`src/rtl/ldst_pkg.sv`:
```
package ldst_pkg;
  parameter int XLEN  = 32;
  parameter int IDX_W = 4;
  parameter int IN_W  = 26;

  localparam int SH_W   = $clog2(XLEN);
  localparam int BYTE_W = 8;
  localparam int LANE_W = $clog2(XLEN / BYTE_W);

  // control-bit positions inside the instruction word
  localparam int POS_I = 25;
  localparam int POS_P = 24;
  localparam int POS_U = 23;
  localparam int POS_B = 22;
  localparam int POS_W = 21;
  localparam int POS_L = 20;

  typedef enum logic [1:0] {
    SH_LSL = 2'b00,
    SH_LSR = 2'b01,
    SH_ASR = 2'b10,
    SH_ROR = 2'b11
  } shiftKind_t;

  typedef struct packed {
    logic capture;   // latch operands and address
    logic takeLoad;  // latch returned memory data
    logic finish;    // present register writes
  } ctrlStrobes_t;
endpackage

```
`src/rtl/ldst_shifter.sv`:
```
module ldst_shifter
  import ldst_pkg::*;
(
  input  logic [XLEN-1:0] value,
  input  shiftKind_t      kind,
  input  logic [SH_W-1:0] amount,
  output logic [XLEN-1:0] result
);
  always_comb begin
    unique case (kind)
      SH_LSL: result = value << amount;
      SH_LSR: result = value >> amount;
      SH_ASR: result = XLEN'($signed(value) >>> amount);
      SH_ROR: result = (value >> amount) | (value << (XLEN - int'(amount)));
      default: result = value;
    endcase
  end
endmodule

```
`src/rtl/ldst_control.sv`:
```
module ldst_control
  import ldst_pkg::*;
(
  input  logic         clk,
  input  logic         rst_n,
  input  logic         start,
  input  logic         memAck,
  output ctrlStrobes_t strobe,
  output logic         memReq,
  output logic         done
);
  typedef enum logic [1:0] {ST_IDLE, ST_REQ, ST_DONE} state_t;
  state_t state, stateNext;

  always_comb begin
    stateNext = state;
    unique case (state)
      ST_IDLE: if (start)  stateNext = ST_REQ;
      ST_REQ:  if (memAck) stateNext = ST_DONE;
      ST_DONE: stateNext = ST_IDLE;
      default: stateNext = ST_IDLE;
    endcase
  end

  always_ff @(posedge clk or negedge rst_n) begin
    if (!rst_n) state <= ST_IDLE;
    else        state <= stateNext;
  end

  assign strobe.capture  = (state == ST_IDLE) && start;
  assign strobe.takeLoad = (state == ST_REQ) && memAck;
  assign strobe.finish   = (state == ST_DONE);
  assign memReq          = (state == ST_REQ);
  assign done            = (state == ST_DONE);

  // request stays up until acknowledged
  p_req_held_r12: assert property (@(posedge clk) disable iff (!rst_n)
    memReq && !memAck |=> memReq);
  // acknowledge ends the request and completes the instruction
  p_single_req_r12: assert property (@(posedge clk) disable iff (!rst_n)
    memReq && memAck |=> !memReq && done);
  // completion is a one-cycle pulse
  p_done_pulse_r12: assert property (@(posedge clk) disable iff (!rst_n)
    done |=> !done);
endmodule

```
`src/rtl/ldst_datapath.sv`:
```
module ldst_datapath
  import ldst_pkg::*;
(
  input  logic             clk,
  input  logic             rst_n,
  input  ctrlStrobes_t     strobe,
  input  logic [IN_W-1:0]  instr,
  input  logic [XLEN-1:0]  rnData,
  input  logic [XLEN-1:0]  rdData,
  input  logic [XLEN-1:0]  rmData,
  input  logic [XLEN-1:0]  memRdata,
  output logic             memWe,
  output logic             memByte,
  output logic [XLEN-1:0]  memAddr,
  output logic [XLEN-1:0]  memWdata,
  output logic             loadWe,
  output logic [IDX_W-1:0] loadIdx,
  output logic [XLEN-1:0]  loadVal,
  output logic             baseWe,
  output logic [IDX_W-1:0] baseIdx,
  output logic [XLEN-1:0]  baseVal
);
  // ---- operand and address formation (combinational, from live inputs)
  logic [XLEN-1:0] offImm, offReg, offset, modBase, xferAddrD;
  logic            wantWb;

  assign offImm = {{(XLEN-12){1'b0}}, instr[11:0]};

  ldst_shifter u_shift (
    .value  (rmData),
    .kind   (shiftKind_t'(instr[6:5])),
    .amount (instr[7 +: SH_W]),
    .result (offReg)
  );

  assign offset    = instr[POS_I] ? offReg : offImm;
  assign modBase   = instr[POS_U] ? (rnData + offset) : (rnData - offset);
  assign xferAddrD = instr[POS_P] ? modBase : rnData;
  assign wantWb    = !instr[POS_P] || instr[POS_W];

  // ---- latched instruction state
  logic [XLEN-1:0]  xferAddrQ, newBaseQ, storeQ, loadQ;
  logic [IDX_W-1:0] rnQ, rdQ;
  logic             isLoadQ, isByteQ, wbQ;

  always_ff @(posedge clk or negedge rst_n) begin
    if (!rst_n) begin
      xferAddrQ <= '0;
      newBaseQ  <= '0;
      storeQ    <= '0;
      rnQ       <= '0;
      rdQ       <= '0;
      isLoadQ   <= 1'b0;
      isByteQ   <= 1'b0;
      wbQ       <= 1'b0;
    end else if (strobe.capture) begin
      xferAddrQ <= xferAddrD;
      newBaseQ  <= modBase;
      storeQ    <= rdData;
      rnQ       <= instr[19:16];
      rdQ       <= instr[15:12];
      isLoadQ   <= instr[POS_L];
      isByteQ   <= instr[POS_B];
      wbQ       <= wantWb;
    end
  end

  // ---- memory side
  logic [SH_W-1:0] rotAmt;
  logic [XLEN-1:0] wordRot, byteExt;

  assign memWe    = !isLoadQ;
  assign memByte  = isByteQ;
  assign memAddr  = isByteQ ? xferAddrQ
                            : {xferAddrQ[XLEN-1:LANE_W], {LANE_W{1'b0}}};
  assign memWdata = isByteQ ? {{(XLEN-BYTE_W){1'b0}}, storeQ[BYTE_W-1:0]}
                            : storeQ;

  assign rotAmt  = SH_W'({xferAddrQ[LANE_W-1:0], 3'b000});
  assign wordRot = (memRdata >> rotAmt) | (memRdata << (XLEN - int'(rotAmt)));
  assign byteExt = {{(XLEN-BYTE_W){1'b0}}, memRdata[BYTE_W-1:0]};

  always_ff @(posedge clk or negedge rst_n) begin
    if (!rst_n)               loadQ <= '0;
    else if (strobe.takeLoad) loadQ <= isByteQ ? byteExt : wordRot;
  end

  // ---- register-file write side
  assign loadWe  = strobe.finish && isLoadQ;
  assign loadIdx = rdQ;
  assign loadVal = loadQ;
  assign baseWe  = strobe.finish && wbQ && !(isLoadQ && (rnQ == rdQ));
  assign baseIdx = rnQ;
  assign baseVal = newBaseQ;

  // never two writes to one register in the same cycle
  p_no_clash_r11: assert property (@(posedge clk) disable iff (!rst_n)
    loadWe && baseWe |-> loadIdx != baseIdx);
  // a byte load result carries nothing above the low byte
  p_byte_zext_r10: assert property (@(posedge clk) disable iff (!rst_n)
    loadWe && memByte |-> loadVal[XLEN-1:BYTE_W] == '0);
  // write strobes appear only in the completion cycle
  p_wr_timing_r6: assert property (@(posedge clk) disable iff (!rst_n)
    (loadWe || baseWe) |=> !(loadWe || baseWe));
endmodule

```
`src/rtl/ldst_unit.sv`:
```
module ldst_unit
  import ldst_pkg::*;
(
  input  logic             clk,
  input  logic             rst_n,
  input  logic             start,
  input  logic [IN_W-1:0]  instr,
  output logic [IDX_W-1:0] rnSel,
  input  logic [XLEN-1:0]  rnData,
  output logic [IDX_W-1:0] rdSel,
  input  logic [XLEN-1:0]  rdData,
  output logic [IDX_W-1:0] rmSel,
  input  logic [XLEN-1:0]  rmData,
  output logic             memReq,
  output logic             memWe,
  output logic             memByte,
  output logic [XLEN-1:0]  memAddr,
  output logic [XLEN-1:0]  memWdata,
  input  logic [XLEN-1:0]  memRdata,
  input  logic             memAck,
  output logic             done,
  output logic             loadWe,
  output logic [IDX_W-1:0] loadIdx,
  output logic [XLEN-1:0]  loadVal,
  output logic             baseWe,
  output logic [IDX_W-1:0] baseIdx,
  output logic [XLEN-1:0]  baseVal
);
  ctrlStrobes_t strobe;

  assign rnSel = instr[19:16];
  assign rdSel = instr[15:12];
  assign rmSel = instr[3:0];

  ldst_control u_ctrl (
    .clk    (clk),
    .rst_n  (rst_n),
    .start  (start),
    .memAck (memAck),
    .strobe (strobe),
    .memReq (memReq),
    .done   (done)
  );

  ldst_datapath u_dp (
    .clk      (clk),
    .rst_n    (rst_n),
    .strobe   (strobe),
    .instr    (instr),
    .rnData   (rnData),
    .rdData   (rdData),
    .rmData   (rmData),
    .memRdata (memRdata),
    .memWe    (memWe),
    .memByte  (memByte),
    .memAddr  (memAddr),
    .memWdata (memWdata),
    .loadWe   (loadWe),
    .loadIdx  (loadIdx),
    .loadVal  (loadVal),
    .baseWe   (baseWe),
    .baseIdx  (baseIdx),
    .baseVal  (baseVal)
  );

  // word writes never leave the word boundary
  p_store_aligned_r7: assert property (@(posedge clk) disable iff (!rst_n)
    memReq && memWe && !memByte |-> memAddr[1:0] == 2'b00);
  // request fields hold while waiting for acknowledge
  p_req_stable_r12: assert property (@(posedge clk) disable iff (!rst_n)
    memReq && !memAck |=> $stable(memAddr) && $stable(memWe) && $stable(memByte));
endmodule

```
`config.mk`:
```
export PLATFORM = sky130hd
export DESIGN_NAME = ldst_unit
export DESIGN_NICKNAME = d
export VERILOG_FILES = /design/src/rtl/ldst_pkg.sv /design/src/rtl/ldst_shifter.sv /design/src/rtl/ldst_control.sv /design/src/rtl/ldst_datapath.sv /design/src/rtl/ldst_unit.sv
export SDC_FILE = /design/constraint.sdc
export NUM_CORES = 1
export LEC_CHECK = 0
export BUFFER_PORTS_ARGS = -buffer_cell sky130_fd_sc_hd__clkbuf_2
export CAP_MARGIN = 40
export CORE_AREA = 10 10 180 266
export DETAILED_ROUTE_END_ITERATION = 10
export DIE_AREA = 0 0 190 276
export PLACE_DENSITY = 0.58
export RECOVER_POWER = 50
export SYNTH_ARGS = -nofsm -noshare
export SYNTH_HDL_FRONTEND = slang
export SYNTH_SLANG_ARGS = --single-unit
```
`constraint.sdc`:
```
create_clock -name clk -period 3.2 [get_ports clk]
set_clock_uncertainty 0.15 [all_clocks]
set_input_delay 0.64 -clock clk [delete_from_list [all_inputs] [get_ports clk]]
set_output_delay 0.64 -clock clk [all_outputs]
set_load 0.005 [all_outputs]
```
==> results.sh, run 1 <==
export IMPL_arrival_ns=6.10
export IMPL_nNetsFinal=3061
export IMPL_cts_buffers=17
export IMPL_synth_ff_type="dfrtp_1"
export IMPL_power_density_mw_per_mm2=537.7
export IMPL_critPathMaxFanout=6
export IMPL_grt_setup_unrepaired="yes"
export IMPL_antenna_found_initial=1
export IMPL_syn_area_mm2=0.01695
export IMPL_syn2layout_area_growth_pct=49.52
export IMPL_io_buffers=311
export IMPL_die_y_um=276
export IMPL_worst_skew_pair_late_latency_ns=0.43
export IMPL_overflow=0
export IMPL_max_freq_ghz=0.1680
export IMPL_min_period_ns=5.954
export IMPL_place_inst=3367
export IMPL_drtAntennaViolNets=0
export IMPL_drive_gt1_frac=0.4717
export IMPL_synth_cell_types=98
export IMPL_start_util=0.3947
export IMPL_crit_type="input port to flip-flop"
export IMPL_vias=20720
export IMPL_drt_iter0_drc=1622
export IMPL_grt_max_degree=68
export IMPL_violations="capacitance limit, slew limit, setup timing"
export IMPL_setup_ws_ns=-2.754
export IMPL_rows=93
export IMPL_tightestPinTransition_ns=1.689
export IMPL_power_total_mw=13.63
export IMPL_synth_cells=2075
export IMPL_crit_path_start_kind="input port"
export IMPL_report_final_slew_viol_count=68
export IMPL_first_global_vias=21220
export IMPL_worst_ep_required_time_ns=3.35
export IMPL_clock_root_buffer="clkbuf_16"
export IMPL_grt_use_total=0.3449
export IMPL_hold_ws_ns=0.2542
export IMPL_ys_warn_count=0
export IMPL_wl_mm=94.73
export IMPL_status="complete, but fails checks"
export IMPL_timing_final_crit_share=1.861
export IMPL_die_w_um=190
export IMPL_drc=0
export IMPL_dr_pass1_iters=7
export IMPL_hp_class="input port to flip-flop"
export IMPL_drv_cap=1
export IMPL_gp_congestion=1.010
export IMPL_syn_avg_cell_area_um2=8.168
export IMPL_cts_sinks=141
export IMPL_core_mm2=0.04294
export IMPL_dp_slack_ns=-3.419
export IMPL_synth_seq_area_share=0.2082
export IMPL_routed_via_density=6.004
export IMPL_fin_cells=3450
export IMPL_slowest_delay_ns=0.54
export IMPL_async_flop_share=1.000
export IMPL_ir_worst_vdd_v=0.0003402
export IMPL_cpMaxStageDelayCell="mux4_2"
export IMPL_ys_ff_latch=141
export IMPL_ios=312
export IMPL_synth_fp_nets=2269
export IMPL_tritoncts="done"
export IMPL_finalSetupViolations=62
export IMPL_cts_max_path_buffers=2
export IMPL_synth_edff_count=0
export IMPL_tns_ns=-120.24
export IMPL_end_kind="flip-flop"
export IMPL_dieArea_mm2=0.05244
export IMPL_p_leak_nw=12.03
export IMPL_dp_hpwl_mm=77.57
export IMPL_htree_levels=4
export IMPL_detail_route_wl_per_cell_um=27.46
export IMPL_hold_violations=0
export IMPL_clk_pin_slew_worst_paths_ns=0.06
export IMPL_worst_slew_margin_rel=-0.1258
export IMPL_grt_pass1_wl_mm=137.2
[sequential cells by signal (all words and copies together) (netlist names)]
register	count
u_dp.isLoadQ	1
u_dp.baseIdx	4
u_dp.memByte	1
u_dp.baseVal	32
u_dp.wbQ	1
u_dp.loadIdx	4
u_dp.xferAddrQ	32
u_dp.loadVal	32
u_dp.storeQ	32
u_ctrl.state	2
[logic make-up after synthesis]
| kind of cell | after synthesis | share of synthesized area |
|---|---|---|
| buffers and inverters | 278 | 0.08386 |
| xor gates and xnor gates | 68 | 0.03640 |
| AOI/OAI and AO/OA | 569 | 0.2269 |
| muxes | 261 | 0.2246 |
| adders and majority gates | 36 | 0.02702 |
| and+or+nand+nor | 722 | 0.1930 |
| DFF | 141 | 0.2082 |
[repair_timing]
action                                 4_1_cts  5_1_grt
pin swaps                                   64       63
resized for setup                          153       79
gates cloned                                 2        1
endpoints found under the hold margin        0        0
hold buffers                                 0        0
setup endpoints to repair                   64       62
buffers inserted                            33       25
[layout make-up]
type | count | area, µm²
Fill cell | 3844 | 17600
Multi-Input combinational cell | 1656 | 13080
Timing Repair Buffer | 1012 | 7254
Sequential cell | 141 | 3528
Tap cell | 570 | 713.2
Clock buffer | 19 | 442.9
Inverter | 39 | 163.9
Clock inverter | 12 | 161.4
Antenna cell | 1 | 2.502
[cells in the final DEF, fill, tap and decap left out, types with 22 or more instances in the layout]
master	netlist	final
mux2_2	45	37
clkbuf_2	2	299
buf_6	5	31
nor3_1	32	24
o211ai_1	25	25
xnor2_1	40	22
nor2b_1	51	51
nor2_1	135	132
a21oi_1	139	108
nand3_1	49	45
inv_1	34	32
mux2i_1	126	114
nand2_1	358	350
o21ai_0	118	77
o21ai_1	3	37
a31oi_1	25	24
mux4_2	77	80
dfrtp_1	141	141
xor2_1	26	22
ha_1	35	28
buf_4	55	646
a21oi_2	1	26
[synth_stat cells (all sizes together), types with 8 or more instances]
library cell	number	area [µm²]
a211o	13	113.9
a211oi	17	127.6
a21o	18	135.1
a21oi	140	704.4
a22o	16	140.1
a22oi	24	193.9
a311oi	12	111.4
a31oi	25	156.4
and2	12	75.07
and3	13	86.33
buf	130	863.3
clkbuf	109	411.7
dfrtp	141	3528
ha	35	437.9
inv	36	135.1
mux2	48	548.0
mux2i	126	1261
mux4	87	1997
nand2	358	1344
nand2b	13	81.33
nand3	49	245.2
nand4	9	56.30
nor2	136	513.0
nor2b	51	319.1
nor3	35	190.2
nor3b	9	67.56
nor4	9	98.84
o211ai	26	200.2
o21a	15	112.6
o21ai	121	605.6
o21bai	20	150.1
o221ai	8	76.32
o22ai	19	118.9
o31ai	10	80.07
or2	12	75.08
xnor2	40	350.3
xor2	27	244.0
[power breakdown]
part / switching [mW] / leakage (nW) / internal, mW
sequential: 0.564 / 1.73 / 2.60
combinational: 4.55 / 10.0 / 3.85
clock: 0.816 / 0.286 / 1.25
[metal layers]
| layer | vias up | GRT usage | share of wire |
|---|---|---|---|
| met2 | 1075 | 0.6214 | 0.51 |
| met5 | - | 0 | 0 |
| met1 | 10130 | 0.3424 | 0.33 |
| met4 | 0 | 0.2863 | 0.099 |
| met3 | 341 | 0.04621 | 0.059 |
| li1 | 9171 | - | - |
[stage by stage]
step           cell area [µm²]    util
2_1_floorplan            17300       -
3_3_place_gp             23270  0.5420
3_5_place_dp             23280  0.5422
4_1_cts                  24810  0.5778
5_1_grt                  25340  0.5902
6_report                 25340  0.5902
[final timing paths]
kind,startpoint,end,slack (ns),cells past startpoint
worst min-delay path,rdData[22],u_dp.storeQ[22],0.25,3
max in group asynchronous,rst_n,u_dp.loadVal[12],0.59,2
worst max register to register,u_dp.xferAddrQ[1],u_dp.loadVal[3],0.41,7
worst min register to register,u_dp.storeQ[27],u_dp.storeQ[27],0.32,2
worst max-delay path,instr[7],u_dp.baseVal[28],-2.75,25
min in group asynchronous,rst_n,u_dp.storeQ[5],0.48,1
[critical path, delay by kind of cell]
family / cells / cell delay, ns
simple gates: 6 / 1.67
compound gates: 7 / 1.39
buf+inv: 7 / 0.94
mux: 2 / 0.85
fa+ha+maj: 1 / 0.36
xor+xnor: 2 / 0.25
Note: power is estimated with default switching activity, not from simulation.
==> inputs of run 2 (changes only) <==
PLACE_DENSITY = 0.66   (was 0.58)
==> run 2 against run 1 <==
Effect of this change: the run still ends with capacitance limit, slew limit, setup timing left; sequential power hardly changed; non-clock buffer count is 33 lower; global-route usage increased by 0.45 points; critical endpoint is now u_dp.xferAddrQ[31]; largest cell class unchanged.
==> results.sh, run 2 (synthesis results as in run 1) <==
export IMPL_htree_levels=4
export IMPL_fin_cells=3415
export IMPL_path_cells="buf_12 > buf_12 > mux4_2 > a222oi_1 > buf_4 > nand2_2 > nand4_1 > a41oi_2 > or4b_4 > nor3_4 > and2_4 > and3_4 > a21oi_2 > xor2_1 > ha_2 > nand3_4 > or3_4 > or2_4 > o211ai_1 > and2_4 > a311oi_4 > nand3b_1 > mux2_4 > a31oi_1"
export IMPL_final_common_cell="buf_4"
export IMPL_first_global_vias=20920
export IMPL_ir_worst_vdd_v=0.0003757
export IMPL_detail_route_wl_per_cell_um=27.95
export IMPL_finalSetupViolations=63
export IMPL_cpMaxStageDelayCell="or4b_4"
export IMPL_seqPwrFrac=0.235
export IMPL_slowest_delay_ns=0.55
export IMPL_start_util=0.3947
export IMPL_worst_slew_margin_rel=-0.1633
export IMPL_internal_power_mw=7.612
export IMPL_vias=20510
export IMPL_drv_cap=1
export IMPL_power_total_mw=13.47
export IMPL_io_buffers=311
export IMPL_nNetsFinal=3028
export IMPL_setup_ws_ns=-2.641
export IMPL_routed_via_density=6.005
export IMPL_hold_violations=0
export IMPL_clock_root_buffer="clkbuf_16"
export IMPL_postPlaceCellArea_mm2=0.02305
export IMPL_crit_path_start_kind="input port"
export IMPL_min_period_ns=5.841
export IMPL_dieArea_mm2=0.05244
export IMPL_cts_sinks=141
export IMPL_die_w_um=190
export IMPL_core_mm2=0.04294
export IMPL_tightestPinTransition_ns=1.745
export IMPL_power_density_mw_per_mm2=541.2
export IMPL_clkPwrFrac=0.142
export IMPL_grt_max_degree=70
export IMPL_switching_share=0.4348
export IMPL_dp_slack_ns=-3.453
export IMPL_p_comb_frac=0.623
export IMPL_ios=312
export IMPL_end_kind="flip-flop"
export IMPL_p_leak_nw=11.73
export IMPL_critPathMaxFanout=8
export IMPL_cts_buffers=17
export IMPL_hold_ws_ns=0.2604
export IMPL_drc=0
export IMPL_place_inst=3338
export IMPL_arrival_ns=6.05
export IMPL_tns_ns=-121.80
export IMPL_p_sw_mw=5.857
export IMPL_tritoncts="done"
export IMPL_cts_max_path_buffers=2
export IMPL_dp_hpwl_mm=79.07
export IMPL_wl_mm=95.46
export IMPL_status="complete, but fails checks"
export IMPL_worst_ep_required_time_ns=3.41
export IMPL_drtAntennaViolNets=0
export IMPL_final_util=0.5797
export IMPL_design_area_mm2=0.02489
export IMPL_die_y_um=276
export IMPL_report_final_slew_viol_count=70
export IMPL_overflow=0
export IMPL_violations="capacitance limit, slew limit, setup timing"
export IMPL_drt_iter0_drc=1659
export IMPL_hp_class="input port to flip-flop"
export IMPL_grt_setup_unrepaired="yes"
export IMPL_dr_pass1_iters=6
export IMPL_drive_gt1_frac=0.4532
export IMPL_grt_use_total=0.3494
export IMPL_layout_common_cells="buf_4 (621), nand2_1 (350), clkbuf_2 (269)"
export IMPL_timing_final_crit_share=1.825
export IMPL_antenna_found_initial=1
export IMPL_worst_skew_pair_late_latency_ns=0.42
export IMPL_grt_pass1_wl_mm=138.0
export IMPL_rows=93
export IMPL_max_freq_ghz=0.1712
export IMPL_clk_pin_slew_worst_paths_ns=0.07
export IMPL_crit_type="input port to flip-flop"
export IMPL_gp_congestion=1.059
export IMPL_syn2layout_area_growth_pct=46.85
-- run 2: worst max-delay path, delay by kind of cell --
kind | cells | cell delay [ns]
xor gates and xnor gates | 1 | 0.16
adders and majority gates | 1 | 0.36
AOI/OAI and AO/OA | 6 | 1.13
buffers and inverters | 3 | 0.46
and+or+nand+nor | 11 | 2.45
muxes | 2 | 0.82
-- run 2: final timing paths --
| path | start | end | slack [ns] | cells past startpoint |
|---|---|---|---|---|
| setup / recovery | instr[7] | u_dp.xferAddrQ[31] | -2.64 | 24 |
| hold / removal | rdData[28] | u_dp.storeQ[28] | 0.26 | 3 |
| setup reg to reg | u_dp.xferAddrQ[1] | u_dp.loadVal[0] | 0.52 | 10 |
| hold reg to reg | u_dp.storeQ[16] | u_dp.storeQ[16] | 0.32 | 2 |
| max in group asynchronous | rst_n | u_dp.storeQ[11] | 0.83 | 2 |
| min in group asynchronous | rst_n | u_dp.baseIdx[2] | 0.51 | 1 |
-- run 2: area by class of cell --
cell class | instances | area [µm²]
well taps | 570 | 713.2
clock inverters | 10 | 118.9
multi-input cells | 1656 | 13070
flip-flops and latches | 141 | 3528
repair buffers | 979 | 6858
fillers | 3937 | 18050
clock buffers | 19 | 442.9
inverters | 39 | 158.9
diodes | 1 | 2.502
-- run 2: repair_timing --
action	in CTS	in global routing
buffers inserted	33	26
gates cloned	1	0
pin swaps	67	69
setup endpoints to repair	64	64
gates resized for setup	103	107
hold buffers	0	0
hold endpoints to repair	0	0
-- run 2: layer usage --
layer	up-vias	GRT usage	routed length, µm
li1	9104	-	-
met2	1104	0.6089	47200
met3	344	0.04911	6156
met5	-	0	12
met4	2	0.3274	10560
met1	9952	0.3488	31530
-- run 2: power groups by stage --
stage	Combinational, mW	Sequential (mW)	Clock [mW]
after floorplan	4.38	3.02	0
after global placement	7.58	3.14	0
after detailed placement	7.70	3.18	0
after CTS	8.08	3.15	1.93
after global routing	9.04	3.24	2.01
final	8.39	3.16	1.92
